[config.mk]
export PLATFORM = sky130hd
export DESIGN_NAME = lsw_seq
export DESIGN_NICKNAME = d
export VERILOG_FILES = /design/src/rtl/lsw_pkg.sv /design/src/rtl/lsw_issue.sv /design/src/rtl/lsw_pack.sv /design/src/rtl/lsw_seq.sv
export SDC_FILE = /design/constraint.sdc
export NUM_CORES = 1
export LEC_CHECK = 0
export CAP_MARGIN = 0
export CORE_AREA = 5 5 163 165
export CTS_CLUSTER_DIAMETER = 150
export DETAILED_ROUTE_END_ITERATION = 10
export DIE_AREA = 0 0 168 170
export HOLD_SLACK_MARGIN = 0.06
export SYNTH_ARGS = -nofsm -noshare
export SYNTH_HDL_FRONTEND = slang
export SYNTH_SLANG_ARGS = --single-unit
[constraint.sdc]
create_clock -name clk -period 3.8 [get_ports clk]
set_input_delay 0.38 -clock clk [delete_from_list [all_inputs] [get_ports clk]]
set_output_delay 0.38 -clock clk [all_outputs]
set_load 0.005 [all_outputs]
[src/rtl/lsw_pkg.sv]
package lsw_pkg;
  localparam int WORD_BYTES = 4;
  localparam int WORD_W     = 8 * WORD_BYTES;
  localparam int XLEN       = 64;
  localparam int NREG       = 32;
  localparam int RIDX_W     = $clog2(NREG);
  localparam int LANE_W     = $clog2(WORD_BYTES);

  typedef logic [RIDX_W-1:0] ridx_t;
  typedef logic [WORD_W-1:0] word_t;
  typedef logic [LANE_W-1:0] lane_t;

  typedef enum logic {ST_IDLE = 1'b0, ST_RUN = 1'b1} seq_st_t;

  // Next destination index, running past the last register back to 0.
  function automatic ridx_t next_reg(input ridx_t r);
    return (r == ridx_t'(NREG - 1)) ? '0 : r + ridx_t'(1);
  endfunction

  // Merge one byte into its lane; lane 0 is the most significant byte.
  function automatic word_t put_byte(input word_t w, input logic [7:0] b,
                                     input lane_t lane);
    int unsigned sh;
    sh = 8 * (WORD_BYTES - 1 - int'(lane));
    return w | (word_t'(b) << sh);
  endfunction

  // Effective byte count of an operation.
  function automatic logic [15:0] byte_count(input logic imm_mode,
                                             input logic [4:0] imm,
                                             input logic [15:0] opnd);
    if (imm_mode) return (imm == 5'd0) ? 16'd32 : {11'd0, imm};
    return opnd;
  endfunction

  // True when an index collides with an enabled protected index.
  function automatic logic prot_match(input ridx_t r, input logic a_en,
                                      input ridx_t a, input logic b_en,
                                      input ridx_t b);
    return (a_en && (r == a)) || (b_en && (r == b));
  endfunction
endpackage

[src/rtl/lsw_issue.sv]
module lsw_issue
  import lsw_pkg::*;
#(
  parameter int AW    = 16,
  parameter int CNT_W = 7
) (
  input  logic             clk,
  input  logic             rst_n,
  input  logic             load_i,
  input  logic [AW-1:0]    base_i,
  input  logic [CNT_W-1:0] count_i,
  input  ridx_t            dest_i,
  input  logic             pa_en_i,
  input  ridx_t            pa_i,
  input  logic             pb_en_i,
  input  ridx_t            pb_i,
  output logic             req_o,
  output logic [AW-1:0]    addr_o,
  output logic             end_o,
  output logic             idle_o,
  output logic             hit_o
);
  logic [CNT_W-1:0] left_q;
  logic [AW-1:0]    addr_q;
  ridx_t            reg_q;
  lane_t            pos_q;

  logic active;
  assign active = (left_q != '0);
  assign hit_o  = active && (pos_q == '0) &&
                  prot_match(reg_q, pa_en_i, pa_i, pb_en_i, pb_i);
  assign req_o  = active && !hit_o;
  assign end_o  = req_o && ((pos_q == lane_t'(WORD_BYTES - 1)) ||
                            (left_q == CNT_W'(1)));
  assign addr_o = addr_q;
  assign idle_o = !active;

  always_ff @(posedge clk or negedge rst_n) begin
    if (!rst_n) begin
      left_q <= '0;
      addr_q <= '0;
      reg_q  <= '0;
      pos_q  <= '0;
    end else if (load_i) begin
      left_q <= count_i;
      addr_q <= base_i;
      reg_q  <= dest_i;
      pos_q  <= '0;
    end else if (hit_o) begin
      left_q <= '0;
    end else if (req_o) begin
      left_q <= left_q - CNT_W'(1);
      addr_q <= addr_q + AW'(1);
      pos_q  <= pos_q + lane_t'(1);
      if (pos_q == lane_t'(WORD_BYTES - 1)) reg_q <= next_reg(reg_q);
    end
  end
endmodule

[src/rtl/lsw_pack.sv]
module lsw_pack
  import lsw_pkg::*;
(
  input  logic             clk,
  input  logic             rst_n,
  input  logic             load_i,
  input  ridx_t            dest_i,
  input  logic             req_i,
  input  logic             end_i,
  input  logic [7:0]       rdata_i,
  output logic             pend_o,
  output logic             we_o,
  output ridx_t            idx_o,
  output logic [XLEN-1:0]  wdata_o
);
  logic            v_q, e_q, we_q;
  lane_t           lane_q;
  word_t           acc_q, merged;
  ridx_t           reg_q, idx_q;
  logic [XLEN-1:0] wdata_q;

  assign merged  = put_byte(acc_q, rdata_i, lane_q);
  assign pend_o  = v_q;
  assign we_o    = we_q;
  assign idx_o   = idx_q;
  assign wdata_o = wdata_q;

  always_ff @(posedge clk or negedge rst_n) begin
    if (!rst_n) begin
      v_q     <= 1'b0;
      e_q     <= 1'b0;
      we_q    <= 1'b0;
      lane_q  <= '0;
      acc_q   <= '0;
      reg_q   <= '0;
      idx_q   <= '0;
      wdata_q <= '0;
    end else begin
      v_q  <= req_i;
      e_q  <= end_i;
      we_q <= 1'b0;
      if (load_i) begin
        reg_q  <= dest_i;
        lane_q <= '0;
        acc_q  <= '0;
      end else if (v_q) begin
        if (e_q) begin
          we_q    <= 1'b1;
          idx_q   <= reg_q;
          wdata_q <= {{(XLEN-WORD_W){1'b0}}, merged};
          acc_q   <= '0;
          lane_q  <= '0;
          reg_q   <= next_reg(reg_q);
        end else begin
          acc_q  <= merged;
          lane_q <= lane_q + lane_t'(1);
        end
      end
    end
  end
endmodule

[src/rtl/lsw_seq.sv]
module lsw_seq
  import lsw_pkg::*;
#(
  parameter int AW    = 16,
  parameter int CNT_W = 7
) (
  input  logic             clk,
  input  logic             rst_n,
  input  logic             start_i,
  input  logic [4:0]       dest_i,
  input  logic [AW-1:0]    addr_i,
  input  logic             imm_mode_i,
  input  logic [4:0]       imm_cnt_i,
  input  logic [CNT_W-1:0] reg_cnt_i,
  input  logic             little_end_i,
  input  logic             prot_a_en_i,
  input  logic [4:0]       prot_a_i,
  input  logic             prot_b_en_i,
  input  logic [4:0]       prot_b_i,
  output logic             mem_req_o,
  output logic [AW-1:0]    mem_addr_o,
  input  logic [7:0]       mem_rdata_i,
  output logic             rf_we_o,
  output logic [4:0]       rf_idx_o,
  output logic [63:0]      rf_wdata_o,
  output logic             busy_o,
  output logic             done_o,
  output logic             fault_o
);
  seq_st_t    state_q;
  logic       done_q, fault_q;
  logic       prot_a_en_q, prot_b_en_q;
  ridx_t      prot_a_q, prot_b_q;

  logic       accept, load;
  logic       iss_req, iss_end, iss_idle, iss_hit, pend;
  logic [CNT_W-1:0] eff_cnt;

  assign accept  = start_i && (state_q == ST_IDLE);
  assign load    = accept && !little_end_i;
  assign eff_cnt = CNT_W'(byte_count(imm_mode_i, imm_cnt_i, 16'(reg_cnt_i)));

  always_ff @(posedge clk or negedge rst_n) begin
    if (!rst_n) begin
      state_q     <= ST_IDLE;
      done_q      <= 1'b0;
      fault_q     <= 1'b0;
      prot_a_en_q <= 1'b0;
      prot_b_en_q <= 1'b0;
      prot_a_q    <= '0;
      prot_b_q    <= '0;
    end else begin
      done_q  <= 1'b0;
      fault_q <= 1'b0;
      if (accept) begin
        if (little_end_i) begin
          fault_q <= 1'b1;
        end else begin
          state_q     <= ST_RUN;
          prot_a_en_q <= prot_a_en_i;
          prot_a_q    <= prot_a_i;
          prot_b_en_q <= prot_b_en_i && !imm_mode_i;
          prot_b_q    <= prot_b_i;
        end
      end else if (state_q == ST_RUN && iss_idle && !pend) begin
        state_q <= ST_IDLE;
        done_q  <= 1'b1;
      end
    end
  end

  lsw_issue #(.AW(AW), .CNT_W(CNT_W)) u_issue (
    .clk     (clk),
    .rst_n   (rst_n),
    .load_i  (load),
    .base_i  (addr_i),
    .count_i (eff_cnt),
    .dest_i  (dest_i),
    .pa_en_i (prot_a_en_q),
    .pa_i    (prot_a_q),
    .pb_en_i (prot_b_en_q),
    .pb_i    (prot_b_q),
    .req_o   (iss_req),
    .addr_o  (mem_addr_o),
    .end_o   (iss_end),
    .idle_o  (iss_idle),
    .hit_o   (iss_hit)
  );

  lsw_pack u_pack (
    .clk     (clk),
    .rst_n   (rst_n),
    .load_i  (load),
    .dest_i  (dest_i),
    .req_i   (iss_req),
    .end_i   (iss_end),
    .rdata_i (mem_rdata_i),
    .pend_o  (pend),
    .we_o    (rf_we_o),
    .idx_o   (rf_idx_o),
    .wdata_o (rf_wdata_o)
  );

  assign mem_req_o = iss_req;
  assign busy_o    = (state_q == ST_RUN);
  assign done_o    = done_q;
  assign fault_o   = fault_q;
endmodule

After elaboration in Yosys (flattened, before gate mapping)
Index checks and enable logic that the tools add are counted.

operators by class
  add/subtract/negate cells = 7
  multipliers = 0
  div/mod/pow operators = 0
  magnitude comparators = 0
  equal/unequal tests = 8
  shift operators = 1
  muxes and demuxes = 38
  bitwise logic cells = 4
  reduce and logical (&&, ||, !) cells = 33

operator list
  cell                                                                    number
  32-bit 2-to-1 mux                                                       3
  16-bit 2-to-1 mux                                                       3
  5-bit 2-to-1 mux                                                        9
  7-bit 2-to-1 mux                                                        5
  32-bit OR                                                               1
  8-bit by 32-bit left shift with 32-bit output                           1
  16-bit by 1-bit adder with 16-bit output (second input constant)        1
  2-bit 2-to-1 mux                                                        6
  1-bit logical AND                                                       11
  1-bit 2-to-1 mux                                                        11
  5-bit by 1-bit adder with 5-bit output (second input constant)          2
  5-bit equality test                                                     2
  5-bit equality test (second input constant)                             2
  2-bit nonzero test                                                      5
  2-bit AND reduction                                                     4
  7-bit by 1-bit equality test with 1-bit output (second input constant)  1
  7-bit nonzero test                                                      1
  7-bit by 1-bit subtractor with 7-bit output (second input constant)     1
  6-bit 2-to-1 mux                                                        1
  3-bit AND reduction                                                     2
  1-bit logical NOT                                                       5
  5-bit logical NOT                                                       1
  2-bit by 1-bit adder with 2-bit output (second input constant)          2
  2-bit != test (second input constant)                                   2
  6 further kinds                                                         9

storage, ports and cells
  bits in registers = 124
  bits in latches = 0
  RAM bits = 0
  bits in read-only memories = 0
  bits of input ports = 58
  output and inout port bits = 90
  logic and storage cells = 110
  memories = 0

Logic depth before layout (Yosys ltp)
  depth after elaboration = 9
  gate-level depth with buffers = 9
  gate-level depth less buffers = 8

Hierarchy
Synthesis repeated with hierarchy kept, for this count alone.

second synthesis, totals
  cells, all modules = 618
  area, all modules = 6073.3 µm²

modules (own cells, without submodules)
  module     instances  cells each  area each (µm²)  seq. area each (µm²)
  lsw_pack   1          345         3413.3           1976.9
  lsw_issue  1          228         1976.9           750.7
  lsw_seq    1          45          683.2            375.4

Worst setup path before layout
No wires, ideal clock.

  path type = reg-to-reg
  from = register u_pack.reg_q[0]
  to = register u_pack.reg_q[2]
  library setup time = 82 ps
  arrival time = 1793 ps
  required time = 3718 ps
  slack = 1925 ps
  stages on the path, launching flop included = 6
  buffers on the path = 0
  clock period less this slack = 1875 ps
  path through = dfrtp_1 > ha_1 > and3_1 > ha_1 > or4b_2 > a31oi_1

on the way
  cells in the longest elaborated chain, start to end = 5
  elaborated cells between the ends (all ways) = 6
  classes of those cells = add/sub: 1; eq/ne: 1; mux: 4

RTL lines
  element                                                                               line            source
  from (decl)                                                                           lsw_pack.sv:19  ridx_t reg_q, idx_q;
  from (signal assigned)                                                                lsw_pack.sv:43  reg_q <= dest_i;
  from (signal assigned)                                                                lsw_pack.sv:53  reg_q <= next_reg(reg_q);
  5-bit by 1-bit adder with 5-bit output / 5-bit equality test (equally long branches)  lsw_pkg.sv:17   return (r == ridx_t'(NREG - 1)) ? '0 : r + ridx_t'(1);
  5-bit 2-to-1 mux (*)                                                                  lsw_pkg.sv:17
  5-bit 2-to-1 mux (*)                                                                  lsw_pack.sv:47  if (e_q) begin
  5-bit 2-to-1 mux (*)                                                                  lsw_pack.sv:46  end else if (v_q) begin
  5-bit 2-to-1 mux (*)                                                                  lsw_pack.sv:42  if (load_i) begin

Every way passes the cells marked *; elsewhere a longest branch is shown, timed or not. The select of a mux whose other input is x is not followed.
A chain may end at the register's enable or synchronous reset.

Worst setup path after layout
  from = register u_issue.left_q[3]
  to = output port mem_req_o

on the way
  cells in the longest elaborated chain, start to end = 5

RTL lines
  element                         line             source
  from (decl)                     lsw_issue.sv:23  logic [CNT_W-1:0] left_q;
  from (signal assigned)          lsw_issue.sv:45  left_q <= count_i;
  from (signal assigned)          lsw_issue.sv:52  left_q <= left_q - CNT_W'(1);
  7-bit nonzero test (*)          lsw_issue.sv:29  assign active = (left_q != '0);
  1-bit logical AND (2 in a row)  lsw_issue.sv:30  assign hit_o = active && (pos_q == '0) &&
  1-bit logical NOT               lsw_issue.sv:32  assign req_o = active && !hit_o;
  1-bit logical AND (*)           lsw_issue.sv:32
  to (decl)                       lsw_seq.sv:20    output logic mem_req_o,

Every way passes the cells marked *; elsewhere a longest branch is shown, timed or not.

==> metrics <==
status=finished clean; post-DR vias/cell=4.25; Worst Skew=0.0111 ns; power per cell area=822 mW/mm^2; Avg WL per Cell=14.3 um; initial antenna violation count=1; Post-Synth XOR/XNOR Area=4.50%; Worst setup SP type=register; clk buf depth=2; total CTS buffers=17; sequential fraction of the synthesis area=53.1%; Synth Area in Compound Gates=13.2%; synth unique cells=48; routability cong.=0.797; Total Wirelength=15400 um; H-tree depth reported by CTS=4; first-pass GRT wire length=24400 um; worst skew pair latency=0.41 ns; peak supply drop=0.300 mV; Starting Density=23.5%; WP data arrival=2.66 ns; Iteration-0 DRC Markers=239; Setup Total Neg Slack=0 ns; main combinational cell family by area after synthesis=simple AND/OR/NAND/NOR gates; Final Util=31.4%; Final ANT Viol Nets=0; ratio of cells with drive above 1 in the final layout=6.57%; RSZ-0062 raised after global routing=false; Simple-Gate Fraction of Synth Area=18.2%; Final Hold Viols=0; crit path time final=3.04 ns; multi-input logic area=0.00243 sq mm; Die Width=168 um; worst setup path category=register to output port; Worst-Margin Slew=0.880 ns; Post-synth ARST share=100%; Hold Crit Class=register to register; max frequency=329 MHz; Layout fillers=2624; Max Cap Viol=0; Ant. Diodes=0; DIE HEIGHT=170 um; CP Max Fanout=10; vias in the first global route=4461; hold endpoint=u_pack.idx_o[2]; # rows=58; Mapped Cells=630; dpl hpwl=10900 um; Synth Register Bits=124; Finish-stage setup viols=0; CTS tree=done; Register Area=0.00310 sq mm; Leak Pwr=3.43 nW; IO Pins=148; core box area=0.0249 sq mm; crit share post-route=80.1%; global route overflow=0; FF-to-FF End=u_issue.addr_o[0]; Reg2Reg Depth=6; Final nets=801; Worst Hold Depth=2; Top FF cell, synth=dfrtp_1; Post-synth EDFFs=0; gr usage total=10.7%; setup slack, reg-to-reg=1.65 ns; pin count of the biggest net entering global routing=48; max-slew violations=0; CTS root buffer=clkbuf_16; Vias=4573; hold path startpoint=u_pack.idx_o[2]; yosys warns=0; mux cell area share after synthesis=1.37%; Post-CTS Setup Bufs=0; WP data required=3.42 ns; die footprint=0.0286 sq mm; Pre-Repair DR Iteration Count=4; Port Buffers=115; synthesized area=0.00584 sq mm; Area Overhead vs Synth=33.7%; max_slew headroom=40.9%; Synth Area per Inst=9.28 sq um; CP endpoint kind=output port; Post-Synth Adder-Cell Area=2.14%; Clock Pin Slew Worst Setup and Hold Paths=0.06 ns; # DRC=0; Num Clock Sinks=124; final hold slack=0.473 ns; reg2reg start=u_issue.left_q[3]
## cells by family (layout without fill, tap and decap cells)
group / after synthesis / in the layout
and+or+nand+nor: 233 / 233
AOI/OAI and AO/OA: 145 / 145
DFF: 124 / 124
buffers and inverters: 79 / 164
xor gates and xnor gates: 30 / 30
adders and majority gates: 10 / 10
muxes: 8 / 8
other: 1 / 32
## cell usage in the layout (no fill, tap or decap), drive strengths merged, types with 3 or more instances in the layout
cell type / synthesis / routed
o22ai: 4 / 4
nor3b: 3 / 3
o21ai: 47 / 47
or4: 3 / 3
conb: 1 / 32
ha: 10 / 10
a31oi: 9 / 9
clkinv: 1 / 6
clkdlybuf4s50: 0 / 114
and3: 8 / 8
a21oi: 78 / 78
nand2: 111 / 111
xor2: 16 / 16
clkbuf: 34 / 19
dfrtp: 124 / 124
nand3: 20 / 20
nand4: 7 / 7
bufinv: 0 / 3
xnor2: 14 / 14
mux2i: 8 / 8
inv: 7 / 10
nor2: 57 / 57
buf: 37 / 9
nor2b: 5 / 5
nor3: 6 / 6
## through the flow
stage / worst slack (ns) / instance area (sq um) / instances / power, mW
4_1_cts: 0.737 / 7820 / 1076 / 6.51
2_1_floorplan: 1.93 / 5960 / 661 / 3.73
5_1_grt: 0.497 / 7820 / 1076 / 6.94
6_report: 0.756 / 7820 / 1076 / 6.43
3_3_place_gp: 1.27 / 7200 / 1043 / 4.75
3_5_place_dp: 1.18 / 7200 / 1043 / 4.79
## synthesized netlist by cell type (9+ instances only)
master / count / area (sq um)
a21oi_1: 78 / 390
a31oi_1: 9 / 56.3
buf_4: 32 / 240
clkbuf_1: 25 / 93.8
clkbuf_2: 9 / 45.0
dfrtp_1: 124 / 3100
ha_1: 10 / 125
nand2_1: 110 / 413
nand3_1: 19 / 95.1
nor2_1: 57 / 214
o21ai_0: 47 / 235
xnor2_1: 14 / 123
xor2_1: 16 / 140
## worst max-delay path by stage
stage / start / endpoint / slack [ns] / cells past startpoint
2_1_floorplan: u_pack.reg_q[0] / u_pack.reg_q[2] / 1.93 / 5
3_3_place_gp: u_issue.reg_q[0] / mem_req_o / 1.27 / 6
3_5_place_dp: u_issue.left_q[3] / mem_req_o / 1.18 / 5
4_1_cts: u_issue.left_q[3] / mem_req_o / 0.74 / 5
5_1_grt: u_issue.left_q[3] / mem_req_o / 0.50 / 5
6_report: u_issue.left_q[3] / mem_req_o / 0.76 / 5
## final cells by class
type | count | share of cell area, %
inverter | 8 | 0.384
timing repair buffer | 124 | 15.8
tap | 330 | 5.28
clock buffer | 19 | 5.67
clock inverter | 13 | 2.10
multi-input combinational | 458 | 31.1
sequential | 124 | 39.7
## power by group
part	switching [mW]	leakage, nW	internal, mW
registers	0.491	1.54	1.93
clock network	0.626	0.294	1.05
logic	1.13	1.59	1.19
total	2.25	3.43	4.18
## sequential cells by signal, summed over array words and instances (netlist names)
name / count
fault_o: 1
u_pack.wdata_o: 32
u_pack.acc_q: 32
u_issue.addr_o: 16
prot_a_q: 5
u_pack.e_q: 1
u_issue.left_q: 7
u_pack.we_o: 1
u_pack.idx_o: 5
busy_o: 1
done_o: 1
u_pack.pend_o: 1
u_pack.reg_q: 5
prot_b_q: 5
prot_b_en_q: 1
u_issue.pos_q: 2
u_issue.reg_q: 5
prot_a_en_q: 1
u_pack.lane_q: 2
## metal layers
metal / global-route usage (%) / wire length [um] / vias up
li1: - / - / 2282
met1: 14.4 / 7220 / 2137
met2: 16.7 / 6950 / 135
met3: 3.44 / 1020 / 17
met4: 2.86 / 176 / 2
met5: 0 / 13 / -
## worst max-delay path, cell delays in order (launching register included)
cell             delay, ns
dfrtp_1               0.41
nor4_1                0.48
nand3b_2              0.30
nand2_2               0.26
clkinv_1              0.28
clkdlybuf4s50_1       0.53
## what timing repair did
action | in CTS | in global routing
endpoints found under the hold margin | 44 | 0
resized for setup | 0 | 0
hold buffers | 1 | 0
Power figures use the tool's default switching activity.
